<file path="config.mk">
export PLATFORM = sky130hd
export DESIGN_NAME = mdu_core
export DESIGN_NICKNAME = d
export VERILOG_FILES = /design/src/rtl/mdu_pkg.sv /design/src/rtl/mdu_mul_array.sv /design/src/rtl/mdu_mul_unit.sv /design/src/rtl/mdu_sign_skip.sv /design/src/rtl/mdu_div_unit.sv /design/src/rtl/mdu_core.sv
export SDC_FILE = /design/constraint.sdc
export NUM_CORES = 2
export LEC_CHECK = 0
export BUFFER_PORTS_ARGS = -buffer_cell sky130_fd_sc_hd__buf_2
export CORE_MARGIN = 5
export CORE_UTILIZATION = 30
export CTS_CLUSTER_SIZE = 40
export DETAILED_ROUTE_END_ITERATION = 16
export PLACE_DENSITY = 0.51
export RECOVER_POWER = 25
export SYNTH_ARGS = -nofsm -noshare
export SYNTH_HDL_FRONTEND = slang
export SYNTH_SLANG_ARGS = --single-unit
</file>
<file path="constraint.sdc">
create_clock -name clk -period 19.9 [get_ports clk]
set_input_delay 1.99 -clock clk [delete_from_list [all_inputs] [get_ports clk]]
set_output_delay 1.99 -clock clk [all_outputs]
set_load 0.1 [all_outputs]
</file>
<file path="src/rtl/mdu_pkg.sv">
package mdu_pkg;

  localparam int XLEN      = 32;
  localparam int HALF      = XLEN / 2;
  localparam int GRP       = 8;
  localparam int MAX_SKIP  = XLEN / GRP - 1;
  localparam int SKIP_W    = $clog2(MAX_SKIP + 1);
  localparam int CNT_W     = $clog2(XLEN + 1);
  localparam int DIV_OVH   = 2;
  localparam int MIN_DIV_L = 11;

  typedef enum logic [1:0] {
    K_MUL  = 2'b00,
    K_MAC  = 2'b01,
    K_MSUB = 2'b10,
    K_DIV  = 2'b11
  } mdu_kind_e;

  function automatic mdu_kind_e op_kind(input logic [2:0] code);
    return mdu_kind_e'(code[2:1]);
  endfunction

  function automatic logic op_signed(input logic [2:0] code);
    return ~code[0];
  endfunction

  // second operand reachable by one 32x16 pass
  function automatic logic fits_half(input logic [XLEN-1:0] v, input logic sgn);
    logic [XLEN-HALF:0] top_s;
    logic [XLEN-HALF-1:0] top_u;
    top_s = v[XLEN-1:HALF-1];
    top_u = v[XLEN-1:HALF];
    return sgn ? ((&top_s) | ~(|top_s)) : ~(|top_u);
  endfunction

  function automatic logic [XLEN-1:0] mag(input logic [XLEN-1:0] v, input logic neg);
    return neg ? (~v + 1'b1) : v;
  endfunction

  function automatic logic [CNT_W-1:0] div_iters(input logic [SKIP_W-1:0] skip);
    return CNT_W'(XLEN - GRP * int'(skip));
  endfunction

  function automatic logic [CNT_W-1:0] div_pad(input logic [SKIP_W-1:0] skip);
    int base;
    base = XLEN - GRP * int'(skip) + DIV_OVH;
    return (base < MIN_DIV_L) ? CNT_W'(MIN_DIV_L - base) : '0;
  endfunction

endpackage

</file>
<file path="src/rtl/mdu_mul_array.sv">
module mdu_mul_array
  import mdu_pkg::*;
(
  input  logic signed [XLEN:0]     a_x,
  input  logic signed [HALF:0]     b_x,
  output logic        [2*XLEN-1:0] prod
);
  localparam int PW = XLEN + HALF + 2;

  logic signed [PW-1:0] full;

  always_comb begin
    full = a_x * b_x;
    prod = {{(2*XLEN-PW){full[PW-1]}}, full};
  end
endmodule

</file>
<file path="src/rtl/mdu_mul_unit.sv">
module mdu_mul_unit
  import mdu_pkg::*;
(
  input  logic              clk,
  input  logic              rst_n,
  input  logic              issue,
  input  mdu_kind_e         kind,
  input  logic              sgn,
  input  logic [XLEN-1:0]   a,
  input  logic [XLEN-1:0]   b,
  input  logic [2*XLEN-1:0] acc,
  output logic              wr,
  output logic [2*XLEN-1:0] wr_val,
  output logic              busy
);
  typedef enum logic [1:0] {P_ONE, P_LOW, P_HIGH} pass_e;

  logic              v_q;
  pass_e             pass_q;
  logic [XLEN-1:0]   a_q, b_q;
  logic              sgn_q;
  mdu_kind_e         kind_q;
  logic [2*XLEN-1:0] partial_q;

  logic signed [XLEN:0] arr_a;
  logic signed [HALF:0] arr_b;
  logic [2*XLEN-1:0]    arr_p;
  logic [2*XLEN-1:0]    product;

  always_comb begin
    arr_a = {sgn_q & a_q[XLEN-1], a_q};
    unique case (pass_q)
      P_LOW:   arr_b = {1'b0, b_q[HALF-1:0]};
      P_HIGH:  arr_b = {sgn_q & b_q[XLEN-1], b_q[XLEN-1:HALF]};
      default: arr_b = {sgn_q & b_q[HALF-1], b_q[HALF-1:0]};
    endcase
  end

  mdu_mul_array u_array (
    .a_x  (arr_a),
    .b_x  (arr_b),
    .prod (arr_p)
  );

  always_comb begin
    product = (pass_q == P_HIGH) ? (partial_q + (arr_p << HALF)) : arr_p;
    unique case (kind_q)
      K_MAC:   wr_val = acc + product;
      K_MSUB:  wr_val = acc - product;
      default: wr_val = product;
    endcase
    wr   = v_q && (pass_q != P_LOW);
    busy = v_q && (pass_q == P_LOW);
  end

  always_ff @(posedge clk) begin
    if (!rst_n) begin
      v_q       <= 1'b0;
      pass_q    <= P_ONE;
      a_q       <= '0;
      b_q       <= '0;
      sgn_q     <= 1'b0;
      kind_q    <= K_MUL;
      partial_q <= '0;
    end else if (issue) begin
      v_q    <= 1'b1;
      pass_q <= fits_half(b, sgn) ? P_ONE : P_LOW;
      a_q    <= a;
      b_q    <= b;
      sgn_q  <= sgn;
      kind_q <= kind;
    end else if (v_q && pass_q == P_LOW) begin
      pass_q    <= P_HIGH;
      partial_q <= arr_p;
    end else begin
      v_q <= 1'b0;
    end
  end
endmodule

</file>
<file path="src/rtl/mdu_sign_skip.sv">
module mdu_sign_skip
  import mdu_pkg::*;
(
  input  logic [XLEN-1:0]   val,
  input  logic              sgn,
  output logic [SKIP_W-1:0] skip
);
  logic [MAX_SKIP:1] grp_ok;

  for (genvar k = 1; k <= MAX_SKIP; k++) begin : g_grp
    logic [GRP*k:0]   top_s;
    logic [GRP*k-1:0] top_u;
    assign top_s     = val[XLEN-1 -: GRP*k+1];
    assign top_u     = val[XLEN-1 -: GRP*k];
    assign grp_ok[k] = sgn ? ((&top_s) | ~(|top_s)) : ~(|top_u);
  end

  // groups nest, so the deepest passing group is the count
  always_comb begin
    skip = '0;
    for (int k = 1; k <= MAX_SKIP; k++)
      if (grp_ok[k]) skip = SKIP_W'(k);
  end
endmodule

</file>
<file path="src/rtl/mdu_div_unit.sv">
module mdu_div_unit
  import mdu_pkg::*;
(
  input  logic            clk,
  input  logic            rst_n,
  input  logic            issue,
  input  logic            sgn,
  input  logic [XLEN-1:0] a,
  input  logic [XLEN-1:0] b,
  output logic            wr,
  output logic [XLEN-1:0] hi,
  output logic [XLEN-1:0] lo,
  output logic            busy
);
  typedef enum logic [2:0] {D_IDLE, D_PREP, D_ITER, D_PAD, D_FIX} dstate_e;

  dstate_e          st_q;
  logic [XLEN-1:0]  a_q, b_q, dvd_q, rem_q, dvs_q;
  logic             sgn_q, neg_q_q, neg_r_q, dz_q;
  logic [CNT_W-1:0] cnt_q, pad_q;

  logic [SKIP_W-1:0] skip;
  logic              a_neg, b_neg;
  logic [XLEN:0]     trial;
  logic              ge;
  logic [XLEN-1:0]   diff;

  mdu_sign_skip u_skip (
    .val  (a_q),
    .sgn  (sgn_q),
    .skip (skip)
  );

  always_comb begin
    a_neg = sgn_q & a_q[XLEN-1];
    b_neg = sgn_q & b_q[XLEN-1];
    trial = {rem_q, dvd_q[XLEN-1]};
    ge    = trial >= {1'b0, dvs_q};
    diff  = trial[XLEN-1:0] - dvs_q;
    wr    = (st_q == D_FIX);
    busy  = (st_q != D_IDLE);
    lo    = dz_q ? '1  : mag(dvd_q, neg_q_q);
    hi    = dz_q ? a_q : mag(rem_q, neg_r_q);
  end

  always_ff @(posedge clk) begin
    if (!rst_n) begin
      st_q    <= D_IDLE;
      a_q     <= '0;
      b_q     <= '0;
      sgn_q   <= 1'b0;
      dvd_q   <= '0;
      rem_q   <= '0;
      dvs_q   <= '0;
      neg_q_q <= 1'b0;
      neg_r_q <= 1'b0;
      dz_q    <= 1'b0;
      cnt_q   <= '0;
      pad_q   <= '0;
    end else begin
      unique case (st_q)
        D_IDLE: if (issue) begin
          st_q  <= D_PREP;
          a_q   <= a;
          b_q   <= b;
          sgn_q <= sgn;
        end
        D_PREP: begin
          dvd_q   <= mag(a_q, a_neg) << (GRP * int'(skip));
          dvs_q   <= mag(b_q, b_neg);
          rem_q   <= '0;
          cnt_q   <= div_iters(skip);
          pad_q   <= div_pad(skip);
          neg_q_q <= a_neg ^ b_neg;
          neg_r_q <= a_neg;
          dz_q    <= (b_q == '0);
          st_q    <= D_ITER;
        end
        D_ITER: begin
          rem_q <= ge ? diff : trial[XLEN-1:0];
          dvd_q <= {dvd_q[XLEN-2:0], ge};
          cnt_q <= cnt_q - 1'b1;
          if (cnt_q == CNT_W'(1)) st_q <= (pad_q != '0) ? D_PAD : D_FIX;
        end
        D_PAD: begin
          pad_q <= pad_q - 1'b1;
          if (pad_q == CNT_W'(1)) st_q <= D_FIX;
        end
        default: st_q <= D_IDLE;
      endcase
    end
  end
endmodule

</file>
<file path="src/rtl/mdu_core.sv">
module mdu_core
  import mdu_pkg::*;
(
  input  logic            clk,
  input  logic            rst_n,
  input  logic            op_valid,
  input  logic [2:0]      op_code,
  input  logic [XLEN-1:0] op_a,
  input  logic [XLEN-1:0] op_b,
  output logic            busy,
  output logic            done,
  output logic [XLEN-1:0] hi_out,
  output logic [XLEN-1:0] lo_out
);
  mdu_kind_e         kind;
  logic              sgn, issue, mul_issue, div_issue;
  logic              mul_wr, div_wr, mul_busy, div_busy;
  logic [2*XLEN-1:0] mul_val, hilo_q;
  logic [XLEN-1:0]   div_hi, div_lo;

  always_comb begin
    kind      = op_kind(op_code);
    sgn       = op_signed(op_code);
    busy      = mul_busy | div_busy;
    issue     = op_valid && !busy;
    mul_issue = issue && (kind != K_DIV);
    div_issue = issue && (kind == K_DIV);
    hi_out    = hilo_q[2*XLEN-1:XLEN];
    lo_out    = hilo_q[XLEN-1:0];
  end

  mdu_mul_unit u_mul (
    .clk    (clk),
    .rst_n  (rst_n),
    .issue  (mul_issue),
    .kind   (kind),
    .sgn    (sgn),
    .a      (op_a),
    .b      (op_b),
    .acc    (hilo_q),
    .wr     (mul_wr),
    .wr_val (mul_val),
    .busy   (mul_busy)
  );

  mdu_div_unit u_div (
    .clk   (clk),
    .rst_n (rst_n),
    .issue (div_issue),
    .sgn   (sgn),
    .a     (op_a),
    .b     (op_b),
    .wr    (div_wr),
    .hi    (div_hi),
    .lo    (div_lo),
    .busy  (div_busy)
  );

  always_ff @(posedge clk) begin
    if (!rst_n) begin
      hilo_q <= '0;
      done   <= 1'b0;
    end else begin
      done <= mul_wr | div_wr;
      if (mul_wr)      hilo_q <= mul_val;
      else if (div_wr) hilo_q <= {div_hi, div_lo};
    end
  end
endmodule

</file>
; After elaboration in Yosys (flattened, before gate mapping)
; Cells that the tools add are included.
; W data, S select, Z words.
[word_totals]
reg_bits = 364
input_bits = 70
out_inout_bits = 66
[classes]
magnitude_cmp = 2
addsub = 13
shifts = 1
bitwise = 26
eq_ne = 17
reduce_logical = 29
mux = 34
mul = 1
[op_table]
columns = op, n
row1 = $mux W32, 7
row2 = $mux W64, 3
row3 = $add A32 B1 Y32 const B, 4
row4 = $add A64 B64 Y64, 2
row5 = $not A32 Y32, 4
row6 = $pmux W32 S2, 2
row7 = $pmux W64 S2, 1
row8 = $sub A64 B64 Y64, 1
row9 = $mul A33 B17 Y50, 1
row10 = $pmux W17 S2, 1
row11 = $reduce_and A17 Y1, 2
row12 = $reduce_or A17 Y1, 2
row13 = $ge A33 B32 Y1, 1
row14 = $logic_not A32 Y1, 1
row15 = $lt A32 B5 Y1 const B, 1
row16 = $reduce_or A16 Y1, 2
row17 = $shl A32 B5 Y32, 1
row18 = $sub A32 B32 Y32, 1
row19 = $reduce_and A25 Y1, 1
row20 = $reduce_or A25 Y1, 1
row21 = $pmux W6 S2, 2
row22 = $reduce_or A24 Y1, 1
row23 = $eq A6 B1 Y1 const B, 2
row24 = $mux W3, 4
row25 = other kinds (30), 75

; Logic depth before layout (Yosys ltp)
[depth]
word_depth = 12
mapped_depth = 64
depth_no_buf = 55

; By module
; A second synthesis with hierarchy kept.
[hier_totals]
cells_unflattened = 6187
hier_area_um2 = 49986.7
[by_module_without_submodules]
columns = mod, seq_area_each_um2, instances, cells_each, area_per_inst_um2
row1 = mdu_mul_array, 0.0, 1, 2188, 19502.5
row2 = mdu_mul_unit, 2682.6, 1, 2050, 14990.6
row3 = mdu_div_unit, 3583.4, 1, 1633, 11931.4
row4 = mdu_core, 1301.2, 1, 292, 3372.0
row5 = mdu_sign_skip, 0.0, 1, 24, 190.2

; Worst setup path before layout
; Ideal clock, no wire load.
[synth_path]
path_type = reg2reg
from = reg u_mul.pass_q[0]
to = reg hilo_q[63]
path_stages_with_launch = 62
n_path_buf = 13
arrival_time_ps = 13849
setup_slack_ps = 5991
path_cell_list = dfxtp_1 > inv_1 > ha_1 > clkbuf_1 > buf_2 > buf_1 > buf_2 > buf_1 > buf_2 > buf_2 > clkbuf_1 > buf_1 > o21ai_0 > nand2_1 > clkbuf_1 > nor2_1 > fa_1 > fa_1 > (+26 left out) > nand3_2 > nor4_2 > o21ai_0 > a22o_1 > ha_1 > clkbuf_1 > a21o_1 > a21o_1 > a21oi_1 > nor2b_1 > o21ai_0 > nand2b_1 > and2_1 > a211o_1 > o211ai_1 > nand4_1 > a2111oi_2 > a311o_1
[synth_between]
elab_chain_len = 8
elab_cells_between_ends = 13
[synth_lines]
columns = element, line_no
row1 = start: declaration, mdu_mul_unit.sv:19  ; pass_e pass_q;
row2 = start signal: assignment, mdu_mul_unit.sv:67  ; pass_q <= fits_half(b, sgn) ? P_ONE : P_LOW;
row3 = $eq A2 B2 Y1 / $eq A2 B1 Y1 (equally long branches), mdu_mul_unit.sv:32  ; unique case (pass_q)
row4 = $pmux W17 S2 (*), mdu_mul_unit.sv:32
row5 = $mul A33 B17 Y50 (*), mdu_mul_array.sv:13  ; full = a_x * b_x;
row6 = named net u_mul.arr_p[24], mdu_mul_unit.sv:27  ; logic [2*XLEN-1:0] arr_p;
row7 = $add A64 B64 Y64, mdu_mul_unit.sv:46  ; product = (pass_q == P_HIGH) ? (partial_q + (arr_p << HALF)) : arr_p;
row8 = $mux W64 (*), mdu_mul_unit.sv:46
row9 = $sub A64 B64 Y64 / $add A64 B64 Y64 (equally long branches), "mdu_mul_unit.sv:49, mdu_mul_unit.sv:48"
row10 = $pmux W64 S2 (*), mdu_mul_unit.sv:47  ; unique case (kind_q)
row11 = $mux W64 (*), mdu_core.sv:65  ; if (mul_wr) hilo_q <= mul_val;
row12 = end signal: assignment, mdu_core.sv:65
row13 = end signal: assignment, mdu_core.sv:66  ; else if (div_wr) hilo_q <= {div_hi, div_lo};
row14 = end: declaration, mdu_core.sv:18  ; logic [2*XLEN-1:0] mul_val, hilo_q;
; Mark *: on every way through the listed nets, which the timed path passes. The rest lies on a longest branch.
; A chain may end at the register's enable or synchronous reset.

; Worst setup path in the final report
; Same ends and word-level chain as after synthesis.

==> results_dict.tcl <==
set metrics [dict create \
    skew_ps 47.3 \
    synth_nets 7144 \
    synth_top_family_by_area "adder cells" \
    placed_cells 8259 \
    slowest_stage "nor2_1" \
    clock_sinks 364 \
    top_regs "hilo_q: 64 flops, u_mul.partial_q: 50 flops" \
    synth_area_um2 48400 \
    die_h_um 412 \
    setup_viol 0 \
    hold_path_end "u_div.dvs_q[26]$_SDFFE_PN0P_" \
    synth_adder_area_share 0.293 \
    cp_slowest_stage_delay_ps 960 \
    drc 0 \
    cts_buffers 45 \
    power.internal_uw 2610 \
    synthXorXnorAreaFrac 0.0591 \
    fin_crit_ps 15810 \
    critPathMostFrequentCell "fa_1" \
    reg2reg_to "hilo_q[63]$_SDFFE_PN0P_" \
    cp.required_ps 20460 \
    p_leak_uw 0.0227 \
    clockBufferDepth 3 \
    irDropWorstVdd_v 0.000218 \
    finalNetCount 7027 \
    outcome "finished with violations" \
    yosys.area_share.simple 0.213 \
    fmax_mhz 63.2 \
    grt_max_degree 197 \
    cap_viol_max_count 3 \
    hold_viol_final 0 \
    synthMuxAreaShare 0.0126 \
    dieArea_um2 170000 \
    antenna_found_initial 3 \
    drt-pass1-iter-count 6 \
    final_common_cell "nand2_1" \
    drive_gt1_frac 0.0533 \
    clk_pin_slew_ps 60 \
    avgSynthCellArea_um2 7.73 \
    rsz0062_at_grt "no" \
    clkPwrFrac 0.158 \
    largest_register "hilo_q" \
    die_w_um 412 \
    area_growth_pct 8.30 \
    power.density_nw_per_um2 108 \
    yosys_warnings 0 \
    worst-path-max-fanout 60 \
    worst_pin_slew_ps 9170 \
    syn_inst 6263 \
    grt_pass1_vias 44100 \
    core_area_um2 161000 \
    wl_um 195000 \
    end_kind "register" \
    start_util 0.302 \
    maxSlewViolCount 344 \
    htreeDepth 2 \
    total_power_uw 5640 \
    synth-edff-count 0 \
    cts_tree "built" \
    p_comb_frac 0.665 \
    timing.hold.ws_ps 450 \
    hold_buffers 0 \
    rows 147 \
    hold_depth 2 \
    routed_via_density 5.38 \
    vias 44900 \
    synthDistinctLibCells 112 \
    wl_per_cell_um 23.4 \
    r2r_start "u_mul.pass_q[0]$_SDFFE_PN0P_" \
    track_usage 0.225 \
    ant_nets 0 \
    stdcell_count 8342 \
    switching_power_uw 3030 \
    fill_cells 17400 \
    worstPathArrival_ps 16370 \
    synth_top_area_share 0.223 \
    cts_resized 0 \
    crit_path_start_kind "register" \
    synth-async-reset-ratio 0 \
    hpwl_um 152000 \
    violations "max-capacitance violations, max-slew violations" \
    synthFlopType "dfxtp_1" \
    synth_top_area_cell "fa_1" \
    cp_num_buf_inv 6 \
    hold_start "u_div.dvs_q[26]$_SDFFE_PN0P_" \
    post_cts_buffers 0 \
    boundaryPins 136 \
    gr-total-overflow 0 \
    multi_input_area_um2 37100 \
    reg2reg_depth 47 \
    gp_congestion 0.941 \
    port_buffers 135 \
    clk_latency_ps 630 \
    grt_pass1_wl_um 290000 \
    path_delay_family "adder cells" \
    slew_headroom -5.12 \
    ys_seq_area_frac 0.150 \
    synthTopCellsByArea "fa_1 22%, dfxtp_1 15%, nand2_1 7.6%" \
    synth_seq_cells 364 \
    layout_common_cells "976 x nand2_1, 706 x inv_1, 539 x fa_1, 535 x a21oi_1, 405 x nor2_1" \
    synth_compound_area_frac 0.187 \
    root_buffer "clkbuf_16" \
    drt_iter0_markers 3816 \
    p_seq_frac 0.177 \
    hold_path.class "reg2reg" \
    min_period_over_period 0.795 \
    regArea_um2 7290 \
    swShare 0.537 \
    worst-setup-path-type "reg2reg" \
    rrSetupSlack_ps 4090 \
    largest_reg_flops 64 \
    tns_ps 0 \
]
-- synth_stat cells, drive strengths merged, types with 22 or more instances --
library cell and count:
mux2i 48, inv 711, clkbuf 307, or3 50
nand4 66, o21ai 268, and2 239, o221ai 22
o21bai 34, a21oi 546, nor2 408, xor2 149
nor2b 57, or2 32, nand3 79, fa 539
a31oi 44, buf 60, a21o 93, nand2 980
dfxtp 364, o31ai 50, nor3 93, o21a 34
xnor2 175, a211oi 91, and3 44, o211ai 46
ha 272, nand2b 44, nor4 35, a221oi 23
-- stage by stage --
step | util | setup WS [ps] | area (um2)
after floorplan | - | 5990 | 48400
after global placement | 0.318 | 4280 | 51000
after detailed placement | 0.318 | 4200 | 51000
after CTS | 0.327 | 4150 | 52500
after global routing | 0.327 | 3290 | 52400
final | 0.327 | 4090 | 52400
-- cell type report --
class	instances	area share
multi-input combinational	4820	0.708
sequential	364	0.139
tap	2160	0.0515
inverter	712	0.0510
clock buffer	62	0.0240
timing repair buffer	203	0.0209
clock inverter	17	0.00527
antenna	4	0.000191
-- cell families (layout without fill, tap and decap cells) --
| logic type | count (synthesis) | after routing |
|---|---|---|
| fa+ha+maj | 811 | 811 |
| buf+inv | 1079 | 994 |
| mux | 59 | 59 |
| other cells | 0 | 4 |
| flops | 364 | 364 |
| xor+xnor | 325 | 325 |
| simple gates | 2199 | 2199 |
| compound gates | 1426 | 1426 |
-- worst max-delay path by stage --
stage,startpoint,endpoint,slack (ps),cells past startpoint
CTS,u_mul.pass_q[0]$_SDFFE_PN0P_,hilo_q[63]$_SDFFE_PN0P_,4150,47
detailed placement,u_mul.pass_q[0]$_SDFFE_PN0P_,hilo_q[63]$_SDFFE_PN0P_,4200,47
global placement,u_mul.pass_q[0]$_SDFFE_PN0P_,hilo_q[63]$_SDFFE_PN0P_,4280,47
global route,u_mul.pass_q[0]$_SDFFE_PN0P_,hilo_q[62]$_SDFFE_PN0P_,3290,46
floorplan,u_mul.pass_q[0]$_SDFFE_PN0P_,hilo_q[63]$_SDFFE_PN0P_,5990,61
finish,u_mul.pass_q[0]$_SDFFE_PN0P_,hilo_q[63]$_SDFFE_PN0P_,4090,47
-- per-layer routing --
layer | vias up | global-route usage | part of all wire
li1 | 20600 | - | -
met1 | 22500 | 0.298 | 0.43
met2 | 1518 | 0.371 | 0.46
met3 | 296 | 0.0271 | 0.062
met4 | 0 | 0.0937 | 0.049
met5 | - | 0 | 0
-- power by group through the flow --
| stage | registers, uW | logic, uW | clock network, uW |
|---|---|---|---|
| after floorplan | 1040 | 2580 | 0 |
| after global placement | 1010 | 3690 | 0 |
| after detailed placement | 1010 | 3690 | 0 |
| after CTS | 991 | 3720 | 904 |
| after global routing | 1010 | 4080 | 928 |
| final | 998 | 3750 | 891 |
-- worst register-to-register path, delay by kind of cell, from the launching register on --
family / cells / cell delay (ps)
AOI/OAI and AO/OA: 14 / 3760
xor gates and xnor gates: 3 / 910
adders and majority gates: 10 / 5180
buffers and inverters: 6 / 1220
DFF: 1 / 330
muxes: 1 / 320
and+or+nand+nor: 13 / 4080
Power figures use the tool's default switching activity.
